File: config.mk
export PLATFORM = sky130hd
export DESIGN_NAME = gpio_pin_irq
export DESIGN_NICKNAME = d
export VERILOG_FILES = /design/src/rtl/gpio_irq_pkg.sv /design/src/rtl/gpio_irq_sync.sv /design/src/rtl/gpio_irq_detect.sv /design/src/rtl/gpio_irq_regs.sv /design/src/rtl/gpio_pin_irq.sv
export SDC_FILE = /design/constraint.sdc
export NUM_CORES = 1
export LEC_CHECK = 0
export BUFFER_PORTS_ARGS = -buffer_cell sky130_fd_sc_hd__buf_4
export CORE_UTILIZATION = 55
export DETAILED_ROUTE_END_ITERATION = 10
export GPL_TIMING_DRIVEN = 0
export PLACE_DENSITY = 0.79
export REMOVE_ABC_BUFFERS = 1
export SETUP_SLACK_MARGIN = 0.15
export SLEW_MARGIN = 25
export SYNTH_ARGS = -nofsm -noshare
export SYNTH_HDL_FRONTEND = slang
export SYNTH_SLANG_ARGS = --single-unit
File: constraint.sdc
create_clock -name clk -period 7.1 [get_ports clk]
set_clock_uncertainty 0.05 [all_clocks]
set_input_delay 1.775 -clock clk [delete_from_list [all_inputs] [get_ports clk]]
set_output_delay 1.775 -clock clk [all_outputs]
set_load 0.005 [all_outputs]
File: src/rtl/gpio_irq_pkg.sv
package gpio_irq_pkg;
   localparam int unsigned OFS_POL   = 'h04;
   localparam int unsigned OFS_BOTH  = 'h08;
   localparam int unsigned OFS_SENSE = 'h0C;
   localparam int unsigned OFS_EN    = 'h10;
   localparam int unsigned OFS_RAW   = 'h14;
   localparam int unsigned OFS_MIS   = 'h18;
   localparam int unsigned OFS_CLR   = 'h1C;
endpackage

File: src/rtl/gpio_irq_sync.sv
module gpio_irq_sync #(
   parameter int unsigned WIDTH  = 12,
   parameter int unsigned STAGES = 2
) (
   input  logic             clk,
   input  logic             rst_n,
   input  logic [WIDTH-1:0] d,
   output logic [WIDTH-1:0] q
);
   if (STAGES < 2) begin : g_bad_stages
      $error("gpio_irq_sync: STAGES must be at least 2");
   end

   logic [WIDTH-1:0] chain [STAGES];

   always_ff @(posedge clk or negedge rst_n) begin
      if (!rst_n) begin
         for (int s = 0; s < STAGES; s++) chain[s] <= '0;
      end else begin
         chain[0] <= d;
         for (int s = 1; s < STAGES; s++) chain[s] <= chain[s-1];
      end
   end

   assign q = chain[STAGES-1];
endmodule

File: src/rtl/gpio_irq_detect.sv
module gpio_irq_detect #(
   parameter int unsigned NPINS = 12
) (
   input  logic             clk,
   input  logic             rst_n,
   input  logic [NPINS-1:0] lvl,
   input  logic [NPINS-1:0] pol,
   input  logic [NPINS-1:0] both,
   input  logic [NPINS-1:0] sense,
   input  logic [NPINS-1:0] clr,
   output logic [NPINS-1:0] edge_lat,
   output logic [NPINS-1:0] raw
);
   logic [NPINS-1:0] prev;

   always_ff @(posedge clk or negedge rst_n) begin
      if (!rst_n) prev <= '0;
      else        prev <= lvl;
   end

   for (genvar g = 0; g < NPINS; g++) begin : g_pin
      logic rise, fall, hit;
      assign rise = lvl[g] & ~prev[g];
      assign fall = ~lvl[g] & prev[g];
      assign hit  = both[g] ? (rise | fall) : (pol[g] ? rise : fall);

      always_ff @(posedge clk or negedge rst_n) begin
         if (!rst_n)        edge_lat[g] <= 1'b0;
         else if (sense[g]) edge_lat[g] <= 1'b0;
         else if (hit)      edge_lat[g] <= 1'b1;
         else if (clr[g])   edge_lat[g] <= 1'b0;
      end

      assign raw[g] = sense[g] ? ~(lvl[g] ^ pol[g]) : edge_lat[g];
   end
endmodule

File: src/rtl/gpio_irq_regs.sv
module gpio_irq_regs
   import gpio_irq_pkg::*;
#(
   parameter int unsigned NPINS  = 12,
   parameter int unsigned ADDR_W = 8,
   parameter int unsigned DATA_W = 32
) (
   input  logic              clk,
   input  logic              rst_n,
   input  logic              bus_wr,
   input  logic [ADDR_W-1:0] bus_addr,
   input  logic [DATA_W-1:0] bus_wdata,
   input  logic [NPINS-1:0]  raw,
   output logic [DATA_W-1:0] bus_rdata,
   output logic [NPINS-1:0]  pol_q,
   output logic [NPINS-1:0]  both_q,
   output logic [NPINS-1:0]  sense_q,
   output logic [NPINS-1:0]  en_q,
   output logic [NPINS-1:0]  clr
);
   localparam logic [ADDR_W-1:0] A_POL   = ADDR_W'(OFS_POL);
   localparam logic [ADDR_W-1:0] A_BOTH  = ADDR_W'(OFS_BOTH);
   localparam logic [ADDR_W-1:0] A_SENSE = ADDR_W'(OFS_SENSE);
   localparam logic [ADDR_W-1:0] A_EN    = ADDR_W'(OFS_EN);
   localparam logic [ADDR_W-1:0] A_RAW   = ADDR_W'(OFS_RAW);
   localparam logic [ADDR_W-1:0] A_MIS   = ADDR_W'(OFS_MIS);
   localparam logic [ADDR_W-1:0] A_CLR   = ADDR_W'(OFS_CLR);

   logic [NPINS-1:0] wbits;
   assign wbits = bus_wdata[NPINS-1:0];

   always_ff @(posedge clk or negedge rst_n) begin
      if (!rst_n) begin
         pol_q   <= '0;
         both_q  <= '0;
         sense_q <= '0;
         en_q    <= '0;
      end else if (bus_wr) begin
         if (bus_addr == A_POL)   pol_q   <= wbits;
         if (bus_addr == A_BOTH)  both_q  <= wbits;
         if (bus_addr == A_SENSE) sense_q <= wbits;
         if (bus_addr == A_EN)    en_q    <= wbits;
      end
   end

   assign clr = (bus_wr && bus_addr == A_CLR) ? wbits : '0;

   logic [NPINS-1:0] rsel;
   always_comb begin
      case (bus_addr)
         A_POL:   rsel = pol_q;
         A_BOTH:  rsel = both_q;
         A_SENSE: rsel = sense_q;
         A_EN:    rsel = en_q;
         A_RAW:   rsel = raw;
         A_MIS:   rsel = raw & en_q;
         default: rsel = '0;
      endcase
      bus_rdata = '0;
      bus_rdata[NPINS-1:0] = rsel;
   end
endmodule

File: src/rtl/gpio_pin_irq.sv
module gpio_pin_irq #(
   parameter int unsigned NPINS       = 12,
   parameter int unsigned ADDR_W      = 8,
   parameter int unsigned DATA_W      = 32,
   parameter int unsigned SYNC_STAGES = 2
) (
   input  logic              clk,
   input  logic              rst_n,
   input  logic [NPINS-1:0]  pin_in,
   input  logic              bus_wr,
   input  logic [ADDR_W-1:0] bus_addr,
   input  logic [DATA_W-1:0] bus_wdata,
   output logic [DATA_W-1:0] bus_rdata,
   output logic [NPINS-1:0]  pin_irq,
   output logic              port_irq
);
   if (NPINS < 1 || NPINS > DATA_W) begin : g_bad_npins
      $error("gpio_pin_irq: NPINS must lie in 1..DATA_W");
   end
   if (ADDR_W < 5) begin : g_bad_addr
      $error("gpio_pin_irq: ADDR_W too small for the register map");
   end

   logic [NPINS-1:0] lvl, raw, edge_lat, clr_mask;
   logic [NPINS-1:0] pol_q, both_q, sense_q, en_q;

   gpio_irq_sync #(.WIDTH(NPINS), .STAGES(SYNC_STAGES)) u_sync (
      .clk(clk), .rst_n(rst_n), .d(pin_in), .q(lvl)
   );

   gpio_irq_detect #(.NPINS(NPINS)) u_detect (
      .clk(clk), .rst_n(rst_n), .lvl(lvl), .pol(pol_q), .both(both_q),
      .sense(sense_q), .clr(clr_mask), .edge_lat(edge_lat), .raw(raw)
   );

   gpio_irq_regs #(.NPINS(NPINS), .ADDR_W(ADDR_W), .DATA_W(DATA_W)) u_regs (
      .clk(clk), .rst_n(rst_n), .bus_wr(bus_wr), .bus_addr(bus_addr),
      .bus_wdata(bus_wdata), .raw(raw), .bus_rdata(bus_rdata),
      .pol_q(pol_q), .both_q(both_q), .sense_q(sense_q), .en_q(en_q),
      .clr(clr_mask)
   );

   assign pin_irq  = raw & en_q;
   assign port_irq = |pin_irq;
endmodule

==> results.py <==
metrics = {
    "clock_network": {
        "clk_pin_slew_ps": 90,
        "cts_root_buffer": "clkbuf_8",
        "cts_resized": 0,
        "cts_max_level": 3,
        "postCtsSetupRepairBufs": 0,
        "cts_made_buffers": 9,
        "clock_sinks": 96,
        "cts_buffer_depth": 2,
        "clock_latency_ps": 370,
        "cts_hold_buf": 0,
        "tritoncts": "done",
    },
    "worst_setup_path": {
        "crit_buf_inv": 3,
        "cp_common_cell": "buf_4",
        "rr_startpoint": "u_sync.q[0]",
        "timing.rr.end": "u_detect.edge_lat[0]",
        "cp_slowest_stage_delay_ps": 570,
        "path_delay_family": "simple AND/OR/NAND/NOR gates",
        "crit_arrival_ps": 3650,
        "cp-start-kind": "primary input",
        "r2r_cells": 5,
        "crit_slowest_cell": "and3_1",
        "endpoint_kind": "primary output",
        "rrSetupSlack_ps": 5740,
        "crit_fanout": 12,
        "cp_cell_sequence": "buf_4 -> nor3_2 -> buf_4 -> and3_1 -> a222oi_1 -> o21ai_0 -> buf_4",
        "worstSetupPathType": "primary input to primary output",
        "crit_required_ps": 5280,
    },
    "finish": {
        "design_area_um2": 5760,
        "fin_nets": 586,
        "seqCellArea_um2": 2400,
        "final_layout_size_suffix_gt1_share_pct": 31.3,
        "n_antenna_cell": 0,
        "fillers": 682,
        "multi_input_area_um2": 2370,
        "syn2layout_area_growth_pct": 13.8,
    },
    "timing": {
        "slew_headroom_pct": 37.0,
        "holdWs_ps": 304,
        "finalHoldViolations": 0,
        "timing.final.crit_share_pct": 77.1,
        "slew_viol_final": 0,
        "worst_slew_pin_slew_ps": 941,
        "rsz0062_at_grt": "false",
        "fmax_mhz": 183,
        "setup_viol": 0,
        "min_period_ps": 5470,
    },
    "synth": {
        "synth.distinct_cells": 36,
        "synthFlopType": "dfrtp_1",
        "synth_top_area_share_pct": 47.5,
        "syn_area_per_cell_um2": 11.4,
        "ys_top_cells_by_area": "dfrtp_1, mux2_2, ha_1",
        "seq_area_frac_synth_pct": 47.5,
        "synthesis.area_um2": 5060,
        "postSynthCellCount": 444,
        "synth-edff-count": 0,
        "async_flop_share_pct": 100,
        "ys_warn_count": 0,
        "yosysTopAreaCell": "dfrtp_1",
        "synth-seq-cells": 96,
    },
    "drt": {
        "vias": 3572,
        "wl_per_cell_um": 17.5,
        "drc": 10,
        "routed_via_density": 5.80,
        "finalWirelength_mm": 10.8,
        "dr.first_iter.drc_count": 247,
        "ant_nets": 0,
        "drt_pass1_iterations": 9,
    },
    "min_path": {
        "hold_path_class": "flip-flop to flip-flop",
        "hold_start": "u_sync.chain[21]",
        "whs_endpoint": "u_sync.q[9]",
        "min_path_cells": 0,
    },
    "global_routing": {
        "grt_pass1_vias": 3430,
        "grt_pass1_wl_mm": 17.6,
        "grtUsageTotal_pct": 23.8,
        "antenna_found_initial": 0,
        "grt_max_degree": 97,
        "grt_overflow_total": 0,
    },
    "floorplanning": {
        "fp.dieH_um": 97.9,
        "initial_core_util_pct": 57.4,
        "row_count": 34,
        "fp.coreArea_um2": 8810,
        "die_w_um": 97.9,
        "dieArea_um2": 9580,
        "pin_count": 100,
    },
    "pwr": {
        "p_int_mw": 0.858,
        "peakVddDrop_mv": 0.100,
        "seqPwrFrac_pct": 52.6,
        "power.share.switching_pct": 26.3,
        "p_comb_share_pct": 12.4,
        "clkPwrFrac_pct": 35.0,
        "power_per_cell_area_nw_per_um2": 202,
        "power_switching_mw": 0.306,
        "leakage_nw": 2.72,
    },
    "run_status": {
        "outcome": "finished with violations",
        "violations": "DRC",
    },
    "placement": {
        "io_buffers": 59,
        "place_area_um2": 5520,
        "dp_hpwl_mm": 7.23,
        "gp_congestion": 0.821,
    },
    "run": {
        "maxCapViolCount": 0,
    },
}
flip-flops by register name, summed over array words and instances, names as in the netlist:
signal and count:
u_detect.prev 12, u_sync.q 12, u_detect.edge_lat 12, u_regs.pol_q 12
u_regs.en_q 12, u_sync.chain 12, u_regs.both_q 12, u_regs.sense_q 12
final cells by class:
type                       instances  area share [%]
tap                              108            2.35
sequential                        96            41.7
timing repair buffer              63            8.48
inverter                          37            2.41
clock inverter                     7            1.78
clock buffer                       9            2.15
multi-input combinational        296            41.1
layer usage:
layer | vias to the layer above | part of all wire, % | global-route usage, %
li1 | 1646 | - | -
met2 | 138 | 49 | 39.3
met4 | 0 | 1.4 | 9.21
met3 | 15 | 6.5 | 4.87
met5 | - | 0 | 0
met1 | 1773 | 43 | 30.8
worst max path at each step:
stage / from / endpoint / slack (ps) / cells past startpoint
after floorplan: bus_addr[1] / bus_rdata[5] / 1470 / 4
after CTS: bus_addr[1] / bus_rdata[5] / 1670 / 7
final: bus_addr[1] / bus_rdata[5] / 1630 / 7
after detailed placement: bus_addr[1] / bus_rdata[5] / 1680 / 7
after global placement: bus_addr[1] / bus_rdata[5] / -20 / 6
after global routing: bus_addr[1] / bus_rdata[5] / 1570 / 7
metrics by stage:
stage / TNS, ps / worst slack, ps / util, % / power, mW / cells
2_1_floorplan: 0 / 1470 / - / 0.698 / 429
3_3_place_gp: -19.0 / -19.0 / 62.1 / 0.755 / 596
3_5_place_dp: 0 / 1680 / 62.7 / 0.767 / 599
4_1_cts: 0 / 1670 / 65.2 / 1.17 / 615
5_1_grt: 0 / 1570 / 65.4 / 1.21 / 616
6_report: 0 / 1630 / 65.4 / 1.16 / 616
power by group through the flow:
stage / Combinational (mW) / Sequential, mW / Clock [mW]
after global routing: 0.162 / 0.617 / 0.435
final: 0.145 / 0.612 / 0.407
after CTS: 0.146 / 0.612 / 0.417
after detailed placement: 0.145 / 0.622 / 0
after floorplan: 0.0846 / 0.613 / 0
after global placement: 0.136 / 0.619 / 0
logic make-up after synthesis:
logic type,after synthesis,share of synthesized area (%)
AOI/OAI and AO/OA,103,13.4
DFF,96,47.5
buffers and inverters,71,7.40
and+or+nand+nor,70,7.84
muxes,63,14.8
adders and majority gates,28,6.93
xor gates and xnor gates,12,2.08
other,1,0.0741
placed cells by master (no fill, tap or decap), types with 9 or more instances in the layout:
cell | synthesis | final
a21oi_1 | 12 | 12
a22o_1 | 9 | 9
a22oi_1 | 25 | 25
buf_4 | 22 | 60
clkbuf_8 | 0 | 9
conb_1 | 1 | 20
dfrtp_1 | 96 | 96
ha_1 | 28 | 28
inv_1 | 37 | 37
mux2_2 | 53 | 53
mux2_4 | 10 | 10
nand2_1 | 34 | 34
o21ai_0 | 37 | 37
xnor2_1 | 12 | 12
cell usage after synthesis (3+ instances only):
library cell / number
buf_4: 22
clkbuf_1: 9
nand4_1: 3
ha_1: 28
nor4_1: 3
a22o_1: 9
dfrtp_1: 96
and2_1: 4
nand2_1: 34
a31o_2: 8
inv_1: 37
a21oi_1: 12
o211ai_1: 8
mux2_2: 53
a22oi_1: 25
xnor2_1: 12
mux2_4: 10
o21ai_0: 37
o221ai_1: 3
and3b_1: 8
nand3_1: 5
Note: power is estimated with default switching activity, not from simulation.
